===== src/rtl/rob_pkg.sv =====
package rob_pkg;
  typedef struct packed {
    logic done;
    logic exc;
    logic mispred;
  } rob_flags_t;

  // Distance of slot idx from the head in program order.
  function automatic int unsigned rob_age(int unsigned idx, int unsigned head,
                                          int unsigned depth);
    return (idx >= head) ? idx - head : idx + depth - head;
  endfunction
endpackage


===== src/rtl/rob_ptrs.sv =====
module rob_ptrs #(
  parameter int DEPTH = 6,
  parameter int TW    = $clog2(DEPTH),
  parameter int CW    = $clog2(DEPTH + 1)
) (
  input  logic          clk_i,
  input  logic          rst_ni,
  input  logic          alloc_i,
  input  logic          retire_i,
  input  logic          flush_all_i,
  input  logic          flush_br_i,
  input  logic [TW-1:0] br_tag_i,
  output logic [TW-1:0] head_o,
  output logic [TW-1:0] tail_o,
  output logic [CW-1:0] count_o,
  output logic          full_o
);
  logic [TW-1:0] head_q, tail_q;
  logic [CW-1:0] count_q;
  logic [CW-1:0] br_keep;

  function automatic logic [TW-1:0] nxt(logic [TW-1:0] p);
    return (p == TW'(DEPTH - 1)) ? '0 : p + 1'b1;
  endfunction

  // Entries kept on a mispredict: head through branch inclusive.
  assign br_keep = CW'(rob_pkg::rob_age(int'(br_tag_i), int'(head_q), DEPTH) + 1);

  always_ff @(posedge clk_i or negedge rst_ni) begin
    if (!rst_ni) begin
      head_q  <= '0;
      tail_q  <= '0;
      count_q <= '0;
    end else if (flush_all_i) begin
      tail_q  <= head_q;
      count_q <= '0;
    end else if (flush_br_i) begin
      tail_q  <= nxt(br_tag_i);
      count_q <= br_keep - CW'(retire_i);
      if (retire_i) head_q <= nxt(head_q);
    end else begin
      if (retire_i) head_q <= nxt(head_q);
      if (alloc_i)  tail_q <= nxt(tail_q);
      count_q <= count_q + CW'(alloc_i) - CW'(retire_i);
    end
  end

  assign head_o  = head_q;
  assign tail_o  = tail_q;
  assign count_o = count_q;
  assign full_o  = (count_q == CW'(DEPTH));
endmodule


===== src/rtl/rob_slot.sv =====
module rob_slot import rob_pkg::*; #(
  parameter int AW  = 5,
  parameter int PCW = 32,
  parameter int DW  = 32
) (
  input  logic           clk_i,
  input  logic           rst_ni,
  input  logic           alloc_i,
  input  logic [AW-1:0]  dest_i,
  input  logic [PCW-1:0] pc_i,
  input  logic           cmp_i,
  input  logic [DW-1:0]  value_i,
  input  logic           exc_i,
  input  logic           mispred_i,
  input  logic           retire_i,
  input  logic           kill_i,
  output logic           valid_o,
  output rob_flags_t     flags_o,
  output logic [AW-1:0]  dest_o,
  output logic [PCW-1:0] pc_o,
  output logic [DW-1:0]  value_o
);
  logic       valid_q;
  rob_flags_t flags_q;

  always_ff @(posedge clk_i or negedge rst_ni) begin
    if (!rst_ni) begin
      valid_q <= 1'b0;
      flags_q <= '0;
    end else if (kill_i) begin
      valid_q <= 1'b0;
      flags_q <= '0;
    end else if (alloc_i) begin
      valid_q <= 1'b1;
      flags_q <= '0;
    end else if (retire_i) begin
      valid_q <= 1'b0;
      flags_q <= '0;
    end else if (cmp_i && valid_q) begin
      flags_q <= '{done: 1'b1, exc: exc_i, mispred: mispred_i};
    end
  end

  always_ff @(posedge clk_i) begin
    if (alloc_i) begin
      dest_o <= dest_i;
      pc_o   <= pc_i;
    end
    if (cmp_i && valid_q) value_o <= value_i;
  end

  assign valid_o = valid_q;
  assign flags_o = flags_q;
endmodule


===== src/rtl/reorder_buf.sv =====
module reorder_buf import rob_pkg::*; #(
  parameter int DEPTH = 6,
  parameter int AW    = 5,
  parameter int PCW   = 32,
  parameter int DW    = 32
) (
  input  logic                       clk_i,
  input  logic                       rst_ni,
  input  logic                       disp_valid_i,
  input  logic [AW-1:0]              disp_dest_i,
  input  logic [PCW-1:0]             disp_pc_i,
  output logic                       disp_ready_o,
  output logic [$clog2(DEPTH)-1:0]   disp_tag_o,
  input  logic                       cmp_valid_i,
  input  logic [$clog2(DEPTH)-1:0]   cmp_tag_i,
  input  logic [DW-1:0]              cmp_value_i,
  input  logic                       cmp_exc_i,
  input  logic                       cmp_mispred_i,
  output logic                       commit_valid_o,
  output logic [AW-1:0]              commit_dest_o,
  output logic [DW-1:0]              commit_value_o,
  output logic                       exc_valid_o,
  output logic [PCW-1:0]             exc_pc_o,
  input  logic [$clog2(DEPTH)-1:0]   look_tag_i,
  output logic                       look_ready_o,
  output logic [DW-1:0]              look_value_o
);
  localparam int TW = $clog2(DEPTH);
  localparam int CW = $clog2(DEPTH + 1);

  logic [TW-1:0]    head, tail;
  logic [CW-1:0]    count;
  logic             full;
  logic [DEPTH-1:0] s_valid, kill;
  rob_flags_t       s_flags [DEPTH];
  logic [AW-1:0]    s_dest  [DEPTH];
  logic [PCW-1:0]   s_pc    [DEPTH];
  logic [DW-1:0]    s_value [DEPTH];

  logic head_done, head_exc, cmp_hit, br_flush, alloc, retire;

  assign head_done = s_valid[head] && s_flags[head].done;
  assign head_exc  = head_done && s_flags[head].exc;
  assign retire    = head_done && !s_flags[head].exc;
  assign cmp_hit   = cmp_valid_i && (cmp_tag_i < TW'(DEPTH)) && s_valid[cmp_tag_i];
  assign br_flush  = cmp_hit && cmp_mispred_i && !cmp_exc_i && !head_exc;

  assign disp_ready_o = !full && !br_flush && !head_exc;
  assign disp_tag_o   = tail;
  assign alloc        = disp_valid_i && disp_ready_o;

  assign commit_valid_o = retire;
  assign commit_dest_o  = s_dest[head];
  assign commit_value_o = s_value[head];
  assign exc_valid_o    = head_exc;
  assign exc_pc_o       = s_pc[head];

  assign look_ready_o = (look_tag_i < TW'(DEPTH)) && s_valid[look_tag_i] &&
                        s_flags[look_tag_i].done;
  assign look_value_o = s_value[look_tag_i];

  rob_ptrs #(.DEPTH(DEPTH), .TW(TW), .CW(CW)) u_ptrs (
    .clk_i       (clk_i),
    .rst_ni      (rst_ni),
    .alloc_i     (alloc),
    .retire_i    (retire),
    .flush_all_i (head_exc),
    .flush_br_i  (br_flush),
    .br_tag_i    (cmp_tag_i),
    .head_o      (head),
    .tail_o      (tail),
    .count_o     (count),
    .full_o      (full)
  );

  for (genvar g = 0; g < DEPTH; g++) begin : g_slot
    assign kill[g] = head_exc ||
      (br_flush && (rob_age(g, int'(head), DEPTH) > rob_age(int'(cmp_tag_i), int'(head), DEPTH)));

    rob_slot #(.AW(AW), .PCW(PCW), .DW(DW)) u_slot (
      .clk_i     (clk_i),
      .rst_ni    (rst_ni),
      .alloc_i   (alloc && (tail == TW'(g))),
      .dest_i    (disp_dest_i),
      .pc_i      (disp_pc_i),
      .cmp_i     (cmp_valid_i && (cmp_tag_i == TW'(g))),
      .value_i   (cmp_value_i),
      .exc_i     (cmp_exc_i),
      .mispred_i (cmp_mispred_i),
      .retire_i  (retire && (head == TW'(g))),
      .kill_i    (kill[g]),
      .valid_o   (s_valid[g]),
      .flags_o   (s_flags[g]),
      .dest_o    (s_dest[g]),
      .pc_o      (s_pc[g]),
      .value_o   (s_value[g])
    );
  end
endmodule


===== config.mk =====
export PLATFORM = sky130hd
export DESIGN_NAME = reorder_buf
export DESIGN_NICKNAME = d
export VERILOG_FILES = /design/src/rtl/rob_pkg.sv /design/src/rtl/rob_ptrs.sv /design/src/rtl/rob_slot.sv /design/src/rtl/reorder_buf.sv
export SDC_FILE = /design/constraint.sdc
export NUM_CORES = 1
export LEC_CHECK = 0
export ABC_AREA = 1
export BUFFER_PORTS_ARGS = -buffer_cell sky130_fd_sc_hd__buf_2
export CAP_MARGIN = 20
export CORE_ASPECT_RATIO = 0.7
export CORE_MARGIN = 4
export CORE_UTILIZATION = 59
export CTS_CLUSTER_SIZE = 20
export DETAILED_ROUTE_END_ITERATION = 10
export PLACE_DENSITY = 0.79
export REMOVE_ABC_BUFFERS = 1
export SETUP_SLACK_MARGIN = 0.05
export SYNTH_ARGS = -nofsm -noshare
export SYNTH_HDL_FRONTEND = slang
export SYNTH_SLANG_ARGS = --single-unit

===== constraint.sdc =====
create_clock -name clk_i -period 5.35 [get_ports clk_i]
set_clock_uncertainty 0.15 [all_clocks]
set_input_delay 1.07 -clock clk_i [delete_from_list [all_inputs] [get_ports clk_i]]
set_output_delay 1.07 -clock clk_i [all_outputs]
set_load 0.03 [all_outputs]

==> impl_metrics.json, run 1 <==
{
  "outcome": "complete, no violations",
  "ctsResizeCount": 0,
  "cts_root_buf": "clkbuf_16",
  "rsz0062_at_grt": "false",
  "worstPathMaxFanout": 103,
  "min_period_ns": 4.70,
  "reg2regPathDepth": 14,
  "finalHoldViolCount": 0,
  "crit_type": "reg2out",
  "worst_pin_slew_ns": 1.07,
  "vias": 15900,
  "hold_depth": 2,
  "power_leakage_nw": 9.19,
  "drv_slew": 0,
  "antenna_found_initial": 5,
  "grt_pass1_wl_mm": 83.4,
  "syn-cell-area_mm2": 0.0207,
  "cpMaxStageDelayCell": "dfrtp_4",
  "utilization_pct": 67.9,
  "fin_nets": 2301,
  "ys.warnings.count": 0,
  "crit_path_max_incr_delay_ns": 0.92,
  "start_kind": "register",
  "clkSinkCount": 441,
  "p_per_area_mw_per_mm2": 562,
  "wirelength_mm": 53.8,
  "htreeDepth": 2,
  "max_cap_violations": 0,
  "gp_congestion": 0.937,
  "pwr-share-seq_pct": 33.9,
  "drive_gt1_share_pct": 14.7,
  "ys_seq_area_share_pct": 63.3,
  "async_flop_share_pct": 6.12,
  "vias_per_cell": 5.97,
  "ys_seq_elements": 441,
  "p_comb_share_pct": 43.8,
  "ff2ff_setup_slack_ns": 0.88,
  "yosys.cell_types.count": 42,
  "dpl.hpwl_mm": 32.8,
  "die_w_um": 232,
  "synth_ff_type": "edfxtp_1",
  "holdCritStartpoint": "g_slot[5].u_slot.flags_o[2]$_DFFE_PN0P_",
  "grt_usage_pct": 27.8,
  "clk_pin_slew_ns": 0.06,
  "syn_to_final_growth_pct": 13.6,
  "nFillCells": 2537,
  "switching_power_w": 0.00566,
  "irDropWorstVdd_v": 0.000421,
  "dr.pass1.iters": 5,
  "grt_overflow": 0,
  "core_mm2": 0.0347,
  "cts_buffers": 42,
  "p_int_w": 0.00758,
  "cp_data_required_time_ns": 4.13,
  "max_freq_ghz": 0.213,
  "start_util_pct": 59.8,
  "drtIter0Drc": 1495,
  "final_common_cell": "o21ai_0",
  "r2r_end": "g_slot[1].u_slot.flags_o[2]$_DFFE_PN0P_",
  "grt_start_max_net_pins": 135,
  "port_buffers": 188,
  "r2r-start": "u_ptrs.head_o[0]$_DFFE_PN0P_",
  "crit_chain": "buf_4 -> o21ai_0 -> o22ai_1 -> nand2_1 -> o21ai_0 -> buf_2",
  "cts_setup_buffers": 0,
  "synth-edff-count": 414,
  "drc": 0,
  "ios": 189,
  "hold_path_class": "reg2reg",
  "num_rows": 57,
  "mostFrequentLayoutCells": "437 x o21ai_0, 414 x edfxtp_1, 280 x nand2_1",
  "fin_crit_sh_pct": 87.8,
  "finalSetupViolCount": 0,
  "grt_pass1_vias": 15400,
  "drtAntennaViolNets": 0,
  "die_area_mm2": 0.0382,
  "switching_share_pct": 42.7,
  "finalNonFillerCells": 2660,
  "cts_tree": "done",
  "clock_path_buffers": 3,
  "pwr-share-clk_pct": 22.2,
  "slew_headroom_pct": 28.8,
  "synthCells": 2001,
  "die_y_um": 165,
  "wl_per_cell_um": 20.2,
  "ctsHoldBuffers": 0,
  "crit_path_end_kind": "output port",
  "dp.cells": 2582,
  "worst_path_most_repeated_cell": "o21ai_0",
  "clk_latency_ns": 0.55,
  "syn_avg_cell_area_um2": 10.4,
  "whs_endpoint": "g_slot[5].u_slot.flags_o[2]$_DFFE_PN0P_",
  "cp.arrival_ns": 3.48
}
## how the worst max path moves through the flow
| stage | slack [ns] | to | start | cells after the start |
|---|---|---|---|---|
| after global routing | 0.48 | exc_pc_o[31] | u_ptrs.head_o[0]$_DFFE_PN0P_ | 6 |
| after global placement | 0.68 | g_slot[5].u_slot.flags_o[1]$_DFFE_PN0P_ | cmp_tag_i[0] | 19 |
| after detailed placement | 0.46 | g_slot[1].u_slot.flags_o[2]$_DFFE_PN0P_ | cmp_tag_i[0] | 16 |
| after floorplan | -3.32 | g_slot[2].u_slot.dest_o[0]$_DFFE_PP_ | u_ptrs.head_o[0]$_DFFE_PN0P_ | 6 |
| final | 0.65 | exc_pc_o[31] | u_ptrs.head_o[0]$_DFFE_PN0P_ | 6 |
| after CTS | 0.67 | exc_pc_o[1] | u_ptrs.head_o[0]$_DFFE_PN0P_ | 6 |
## metal layers
layer / GRT usage, % / vias to the layer above / part of all wire [%] / wire length [um]
met5: 0 / - / 0.045 / 24
met4: 9.29 / 4 / 2.5 / 1340
met3: 4.40 / 106 / 9.6 / 5150
met2: 45.9 / 855 / 47 / 25400
met1: 38.4 / 7561 / 41 / 21900
li1: - / 7345 / - / -
## area by class of cell
cell class / instances / area, um^2 / area share (%)
clock inverters: 23 / 218 / 0.925
repair buffers: 222 / 1260 / 5.36
well taps: 472 / 591 / 2.51
clock buffers: 52 / 1140 / 4.84
multi-input cells: 1309 / 6680 / 28.4
diodes: 3 / 7.51 / 0.0319
inverters: 138 / 520 / 2.21
flip-flops and latches: 441 / 13100 / 55.7
## state kept, by name, indices dropped and copies added, names as in the netlist
| register | cells |
|---|---|
| u_ptrs.count_o | 3 |
| u_ptrs.head_o | 3 |
| g_slot.u_slot.pc_o | 192 |
| g_slot.u_slot.valid_o | 6 |
| u_ptrs.tail_o | 3 |
| g_slot.u_slot.value_o | 192 |
| g_slot.u_slot.flags_o | 12 |
| g_slot.u_slot.dest_o | 30 |
## power by group through the flow
| stage | sequential (W) | clock (W) | combinational (W) |
|---|---|---|---|
| floorplan | 0.00462 | 0 | 0.00380 |
| detailed placement | 0.00455 | 0 | 0.00574 |
| CTS | 0.00448 | 0.00298 | 0.00577 |
| finish | 0.00449 | 0.00294 | 0.00580 |
| global route | 0.00452 | 0.00315 | 0.00642 |
| global placement | 0.00453 | 0 | 0.00562 |
## cell families (layout without fill, tap and decap cells)
family,count (synthesis),in the layout,share of synthesized area [%]
XOR/XNOR,6,6,0.344
other,0,3,0
AND/OR/NAND/NOR,604,604,11.6
buffers and inverters,251,435,4.83
AO/OA/AOI/OAI,633,633,15.8
flip-flops,441,441,63.3
adder cells (fa/ha/maj),66,66,4.13
## worst max-delay path, delay by kind of cell, from the launching register on
family	cells	cell delay (ns)
compound gates	3	0.66
buf+inv	2	1.17
flops	1	0.92
simple gates	1	0.07
## stage by stage
step	hold WS, ns	setup WS, ns	TNS (ns)	power [W]	instance area [um^2]
floorplan	0.331	-3.32	-897.49	0.00843	20200
global placement	0.353	0.684	0	0.0102	22200
detailed placement	0.366	0.456	0	0.0103	22200
CTS	0.379	0.671	0	0.0132	23500
global route	0.426	0.482	0	0.0141	23500
finish	0.378	0.655	0	0.0132	23500
## cells in the mapped netlist (4+ instances only)
cell      count  area (um^2)
a221oi_1      5         43.8
a21oi_1     108          541
nor3_1       13         65.1
edfxtp_1    414        12400
nand2_1     280         1050
nand3_1      25          125
clkbuf_1     72          270
o21ai_1      29          145
nand2_2       6         37.5
inv_2         9         33.8
o22ai_1      38          238
ha_1         62          776
buf_1        18         67.6
nor2_1      264          991
inv_1       127          477
fa_1          4         80.1
o21ai_0     437         2190
dfrtp_1      27          676
buf_2        17         85.1
nand3b_1      5         37.5
o211ai_1      4         30.0
Note: power is estimated with default switching activity, not from simulation.
==> run 2: changes to the inputs <==
- ABC_AREA: 1 -> default
==> impl_metrics.json, run 2 <==
{
  "outcome": "complete, no violations",
  "ios": 189,
  "finalNonFillerCells": 1957,
  "p_per_area_mw_per_mm2": 536,
  "design_area_mm2": 0.0232,
  "finalSetupViolCount": 0,
  "synthSimpleGateAreaFrac_pct": 4.60,
  "drive_gt1_share_pct": 27.4,
  "drtAntennaViolNets": 0,
  "dp.cells": 1878,
  "pwr-share-seq_pct": 35.5,
  "worstPathMaxFanout": 9,
  "yosysTopAreaCell": "edfxtp_1",
  "crit_path_max_incr_delay_ns": 0.46,
  "start_kind": "primary input",
  "synth-compound-area-share_pct": 6.06,
  "max_freq_ghz": 0.216,
  "cts_buffers": 42,
  "ys.warnings.count": 0,
  "max_cap_violations": 0,
  "clkSinkCount": 441,
  "num_rows": 56,
  "yosys.cell_types.count": 65,
  "finalHoldViolCount": 0,
  "cts_setup_buffers": 0,
  "cts_tree": "done",
  "pwr-share-clk_pct": 22.5,
  "crit_type": "in2reg",
  "syn_avg_cell_area_um2": 16.1,
  "cp.arrival_ns": 4.94,
  "crit_chain": "buf_2 -> inv_1 -> ha_1 -> fa_1 -> fa_1 -> and2_0 -> a211oi_1 -> a31oi_1 -> buf_4 -> ha_1 -> a21o_1 -> a21oi_1 -> o311a_1 -> a21oi_1 -> a2111oi_2 -> nor2b_1",
  "gp_congestion": 0.917,
  "die_y_um": 163,
  "slew_headroom_pct": 31.0,
  "hold_path_class": "reg2reg",
  "synth_commonest_cells": "414 x edfxtp_1, 110 x mux2i_1, 104 x mux4_2",
  "syn-cell-area_mm2": 0.0203,
  "syn_to_final_growth_pct": 14.3,
  "ys_seq_area_share_pct": 64.7,
  "final_common_cell": "edfxtp_1",
  "grt_pass1_vias": 12600,
  "grt_start_max_net_pins": 109,
  "synth-edff-count": 414,
  "power_leakage_nw": 8.65,
  "synth_ff_type": "edfxtp_1",
  "drv_slew": 0,
  "reg_top3": "g_slot.u_slot.pc_o x192, g_slot.u_slot.value_o x192, g_slot.u_slot.dest_o x30",
  "wl_per_cell_um": 24.0,
  "rsz0062_at_grt": "false",
  "drtIter0Drc": 1163,
  "switching_share_pct": 37.9,
  "min_period_ns": 4.63,
  "yosysMostFrequentCell": "edfxtp_1",
  "ys_seq_elements": 441,
  "irDropWorstVdd_v": 0.000620,
  "ctsHoldBuffers": 0,
  "htreeDepth": 2,
  "synth_xor_area_share_pct": 0.839,
  "cts_root_buf": "clkbuf_16",
  "synth_top_area_share_pct": 61.3,
  "clk_latency_ns": 0.55,
  "ctsResizeCount": 0,
  "port_buffers": 188,
  "start_util_pct": 60.2,
  "p_int_w": 0.00772,
  "switching_power_w": 0.00471,
  "drc": 0,
  "yosys.area_share.adder_pct": 4.32,
  "synth_top_cells_by_area": "edfxtp_1 61%, mux4_2 12%, mux2i_1 5.4%",
  "antenna_found_initial": 3,
  "post_synth_mux_area_share_pct": 17.1,
  "vias": 12000,
  "clk_pin_slew_ns": 0.07,
  "fin_nets": 1605,
  "cpMaxStageDelayCell": "a211oi_1",
  "place_area_mm2": 0.0219,
  "grt_usage_pct": 25.3,
  "grt_pass1_wl_mm": 72.7,
  "cp_data_required_time_ns": 5.67,
  "synth_top_family_by_area": "multiplexers",
  "wirelength_mm": 46.9,
  "fin_crit_sh_pct": 86.5,
  "worst_pin_slew_ns": 1.03,
  "dpl.hpwl_mm": 28.9,
  "async_flop_share_pct": 6.12,
  "dr.pass1.iters": 7,
  "vias_per_cell": 6.15,
  "grt_overflow": 0,
  "mostFrequentLayoutCells": "414 x edfxtp_1, 187 x buf_2, 110 x mux2i_1",
  "die_area_mm2": 0.0374,
  "die_w_um": 230,
  "crit_path_end_kind": "register",
  "synthCells": 1259,
  "p_comb_share_pct": 42.0,
  "clock_path_buffers": 3,
  "core_mm2": 0.0337
}
## run 2: cell count changes after synthesis, moves of 10 or more
cell      delta
inv_1       -76
clkbuf_1    -43
o21ai_1     -29
nand2_1    -177
a21o_1      +10
a21oi_1     -78
mux4_2     +104
o21ai_0    -348
nand3_1     -12
mux2i_1    +110
nor2_1     -235
## run 2: routing by layer
metal	global-route usage (%)	vias to the layer above	wire [um]
met4	6.25	4	761
li1	-	5342	-
met1	35.9	6094	19200
met3	5.91	51	4300
met2	40.4	548	22600
met5	1.43	-	83
## run 2: power groups by stage
stage               Combinational [W]  Sequential, W  Clock [W]
detailed placement            0.00521        0.00448          0
finish                        0.00522        0.00441    0.00280
CTS                           0.00524        0.00441    0.00283
global placement              0.00515        0.00446          0
global route                  0.00568        0.00444    0.00301
floorplan                     0.00372        0.00470          0
## run 2: worst max-delay path: cells and delay by family
kind | cells | cell delay [ns]
buffers and inverters | 3 | 0.48
adders and majority gates | 4 | 1.43
and+or+nand+nor | 2 | 0.41
AOI/OAI and AO/OA | 7 | 1.53
## run 2: logic make-up (layout without fill, tap and decap cells)
| logic type | Yosys count | count (layout) |
|---|---|---|
| xor+xnor | 17 | 17 |
| compound gates | 197 | 197 |
| buf+inv | 121 | 353 |
| flops | 441 | 441 |
| other cells | 0 | 2 |
| mux | 216 | 216 |
| fa+ha+maj | 68 | 68 |
| simple gates | 199 | 199 |
## run 2: final cells by class
class,instances,area [um^2]
timing repair buffer,219,1240
multi-input combinational,697,6730
sequential,441,13100
tap,464,581
inverter,57,218
fill,2225,10500
antenna,2,5.00
clock inverter,23,185
clock buffer,54,1100
## run 2: final timing paths
check	cells after the start	slack, ns	startpoint	to
max	16	0.72	cmp_tag_i[0]	g_slot[3].u_slot.flags_o[1]$_DFFE_PN0P_
min in group asynchronous	1	0.43	rst_ni	u_ptrs.tail_o[2]$_DFFE_PN0P_
min	1	0.38	g_slot[3].u_slot.flags_o[2]$_DFFE_PN0P_	g_slot[3].u_slot.flags_o[2]$_DFFE_PN0P_
min reg2reg	1	0.38	g_slot[3].u_slot.flags_o[2]$_DFFE_PN0P_	g_slot[3].u_slot.flags_o[2]$_DFFE_PN0P_
max reg2reg	14	0.99	u_ptrs.head_o[0]$_DFFE_PN0P_	g_slot[3].u_slot.flags_o[1]$_DFFE_PN0P_
max in group asynchronous	1	4.06	rst_ni	u_ptrs.head_o[0]$_DFFE_PN0P_
## run 2: metrics by stage
stage	hold slack [ns]	utilization (%)	TNS, ns	setup WS, ns	power (W)
floorplan	0.331	-	-1010.80	-4.68	0.00842
finish	0.379	68.7	0	0.724	0.0124
CTS	0.380	68.7	0	0.790	0.0125
global route	0.395	68.7	0	0.431	0.0131
global placement	0.349	64.9	0	0.430	0.00961
detailed placement	0.365	64.9	0	0.187	0.00969
==> run 3: changes to the inputs <==
- PLACE_DENSITY: 0.79 -> default
- PLACE_DENSITY_LB_ADDON: default -> 0.12
==> impl_metrics.json, run 3 (same netlist as run 2, synthesis figures left out) <==
{
  "drtAntennaViolNets": 0,
  "grt_overflow": 0,
  "crit_cells": 7,
  "grt_start_max_net_pins": 111,
  "num_rows": 56,
  "ctsHoldBuffers": 0,
  "dr.pass1.iters": 5,
  "vias": 12000,
  "drc": 0,
  "crit_chain": "clkinv_2 -> buf_4 -> buf_4 -> mux4_2 -> o2bb2ai_4 -> and2b_4 -> buf_2",
  "design_area_mm2": 0.0231,
  "die_y_um": 163,
  "place_area_mm2": 0.0219,
  "reg_top3": "g_slot.u_slot.pc_o x192, g_slot.u_slot.value_o x192, g_slot.u_slot.dest_o x30",
  "max_cap_violations": 0,
  "final_common_cell": "edfxtp_1",
  "ctsResizeCount": 0,
  "mostFrequentLayoutCells": "414 x edfxtp_1, 187 x buf_2, 110 x mux2i_1",
  "crit_family": "buffers and inverters",
  "grt_pass1_wl_mm": 74.2,
  "cp.arrival_ns": 3.77,
  "htreeDepth": 2,
  "rsz0062_at_grt": "false",
  "drtIter0Drc": 1065,
  "crit_type": "reg2out",
  "min_period_ns": 4.99,
  "drv_slew": 0,
  "p_per_area_mw_per_mm2": 536,
  "die_w_um": 230,
  "fin_nets": 1606,
  "clkSinkCount": 441,
  "dpl.hpwl_mm": 29.5,
  "grt_pass1_vias": 12500,
  "gp_congestion": 0.908,
  "clock_path_buffers": 3,
  "port_buffers": 188,
  "cp_data_required_time_ns": 4.13,
  "finalSetupViolCount": 0,
  "cts_setup_buffers": 0,
  "cts_root_buf": "clkbuf_16",
  "crit_buf_inv": 4,
  "worstPathMaxFanout": 52,
  "antenna_found_initial": 2,
  "cts_tree": "done",
  "fin_crit_sh_pct": 93.3,
  "finalHoldViolCount": 0,
  "wl_per_cell_um": 24.5,
  "clk_latency_ns": 0.54,
  "final.setup.tns_ns": 0,
  "wirelength_mm": 47.9,
  "hold_path_class": "reg2reg",
  "core_mm2": 0.0337,
  "drive_gt1_share_pct": 27.9,
  "slew_headroom_pct": 29.7,
  "cpMaxStageDelayCell": "buf_4",
  "worst_path_most_repeated_cell": "buf_4",
  "irDropWorstVdd_v": 0.000400,
  "die_area_mm2": 0.0374,
  "crit_path_end_kind": "output port",
  "cts_buffers": 41,
  "start_kind": "register",
  "outcome": "complete, no violations",
  "max_freq_ghz": 0.200,
  "power_leakage_nw": 8.64,
  "reg2regPathDepth": 13,
  "worst_pin_slew_ns": 1.05,
  "grt_usage_pct": 25.8,
  "ios": 189,
  "syn_to_final_growth_pct": 14.1,
  "start_util_pct": 60.2,
  "hold_depth": 2,
  "vias_per_cell": 6.12,
  "crit_path_max_incr_delay_ns": 0.69,
  "clk_pin_slew_ns": 0.06
}
## run 3: where the power goes
group / internal (W) / switching, W / total, W
registers: 0.00420 / 0.000207 / 0.00441
logic: 0.00195 / 0.00330 / 0.00525
clock network: 0.00152 / 0.00122 / 0.00274
## run 3: through the flow
stage	cells	hold slack (ns)	setup WS [ns]	util, %	total power (W)
2_1_floorplan	1195	0.331	-4.68	-	0.00842
3_3_place_gp	1879	0.347	0.353	64.9	0.00964
3_5_place_dp	1880	0.371	0.205	64.9	0.00971
4_1_cts	1953	0.385	0.378	68.6	0.0125
5_1_grt	1954	0.399	0.241	68.6	0.0131
6_report	1954	0.381	0.359	68.6	0.0124
## run 3: cell type report
type | instances | area, um^2
Sequential cell | 441 | 13100
Fill cell | 2294 | 10600
Multi-Input combinational cell | 697 | 6730
Timing Repair Buffer | 221 | 1240
Clock buffer | 59 | 1160
Tap cell | 464 | 581
Inverter | 57 | 218
Clock inverter | 14 | 82.6
Antenna cell | 1 | 2.50
## run 3: tightest hold or removal path: stages, from the launching register on
cell,delay (ns)
dfrtp_1,0.35
nor2_1,0.05
nor2_1,0.09
## run 3: routing by layer
metal	routed length (um)	global-route usage [%]	vias up	part of all wire (%)
met2	22600	40.7	435	47
li1	-	-	5346	-
met3	3660	5.11	62	7.6
met1	20800	38.3	6106	43
met4	781	5.80	2	1.6
met5	7	0.391	-	0.015
## run 3: path summary, 6_finish.rpt
path,to,startpoint,slack (ns)
worst max-delay path,exc_valid_o,u_ptrs.head_o[2]$_DFFE_PN0P_,0.36
worst min-delay path,g_slot[5].u_slot.flags_o[2]$_DFFE_PN0P_,g_slot[5].u_slot.flags_o[2]$_DFFE_PN0P_,0.38
worst max register to register,g_slot[0].u_slot.flags_o[2]$_DFFE_PN0P_,u_ptrs.head_o[2]$_DFFE_PN0P_,0.86
worst min register to register,g_slot[5].u_slot.flags_o[2]$_DFFE_PN0P_,g_slot[5].u_slot.flags_o[2]$_DFFE_PN0P_,0.38
max in group asynchronous,u_ptrs.head_o[1]$_DFFE_PN0P_,rst_ni,4.15
min in group asynchronous,u_ptrs.count_o[0]$_DFF_PN0_,rst_ni,0.41
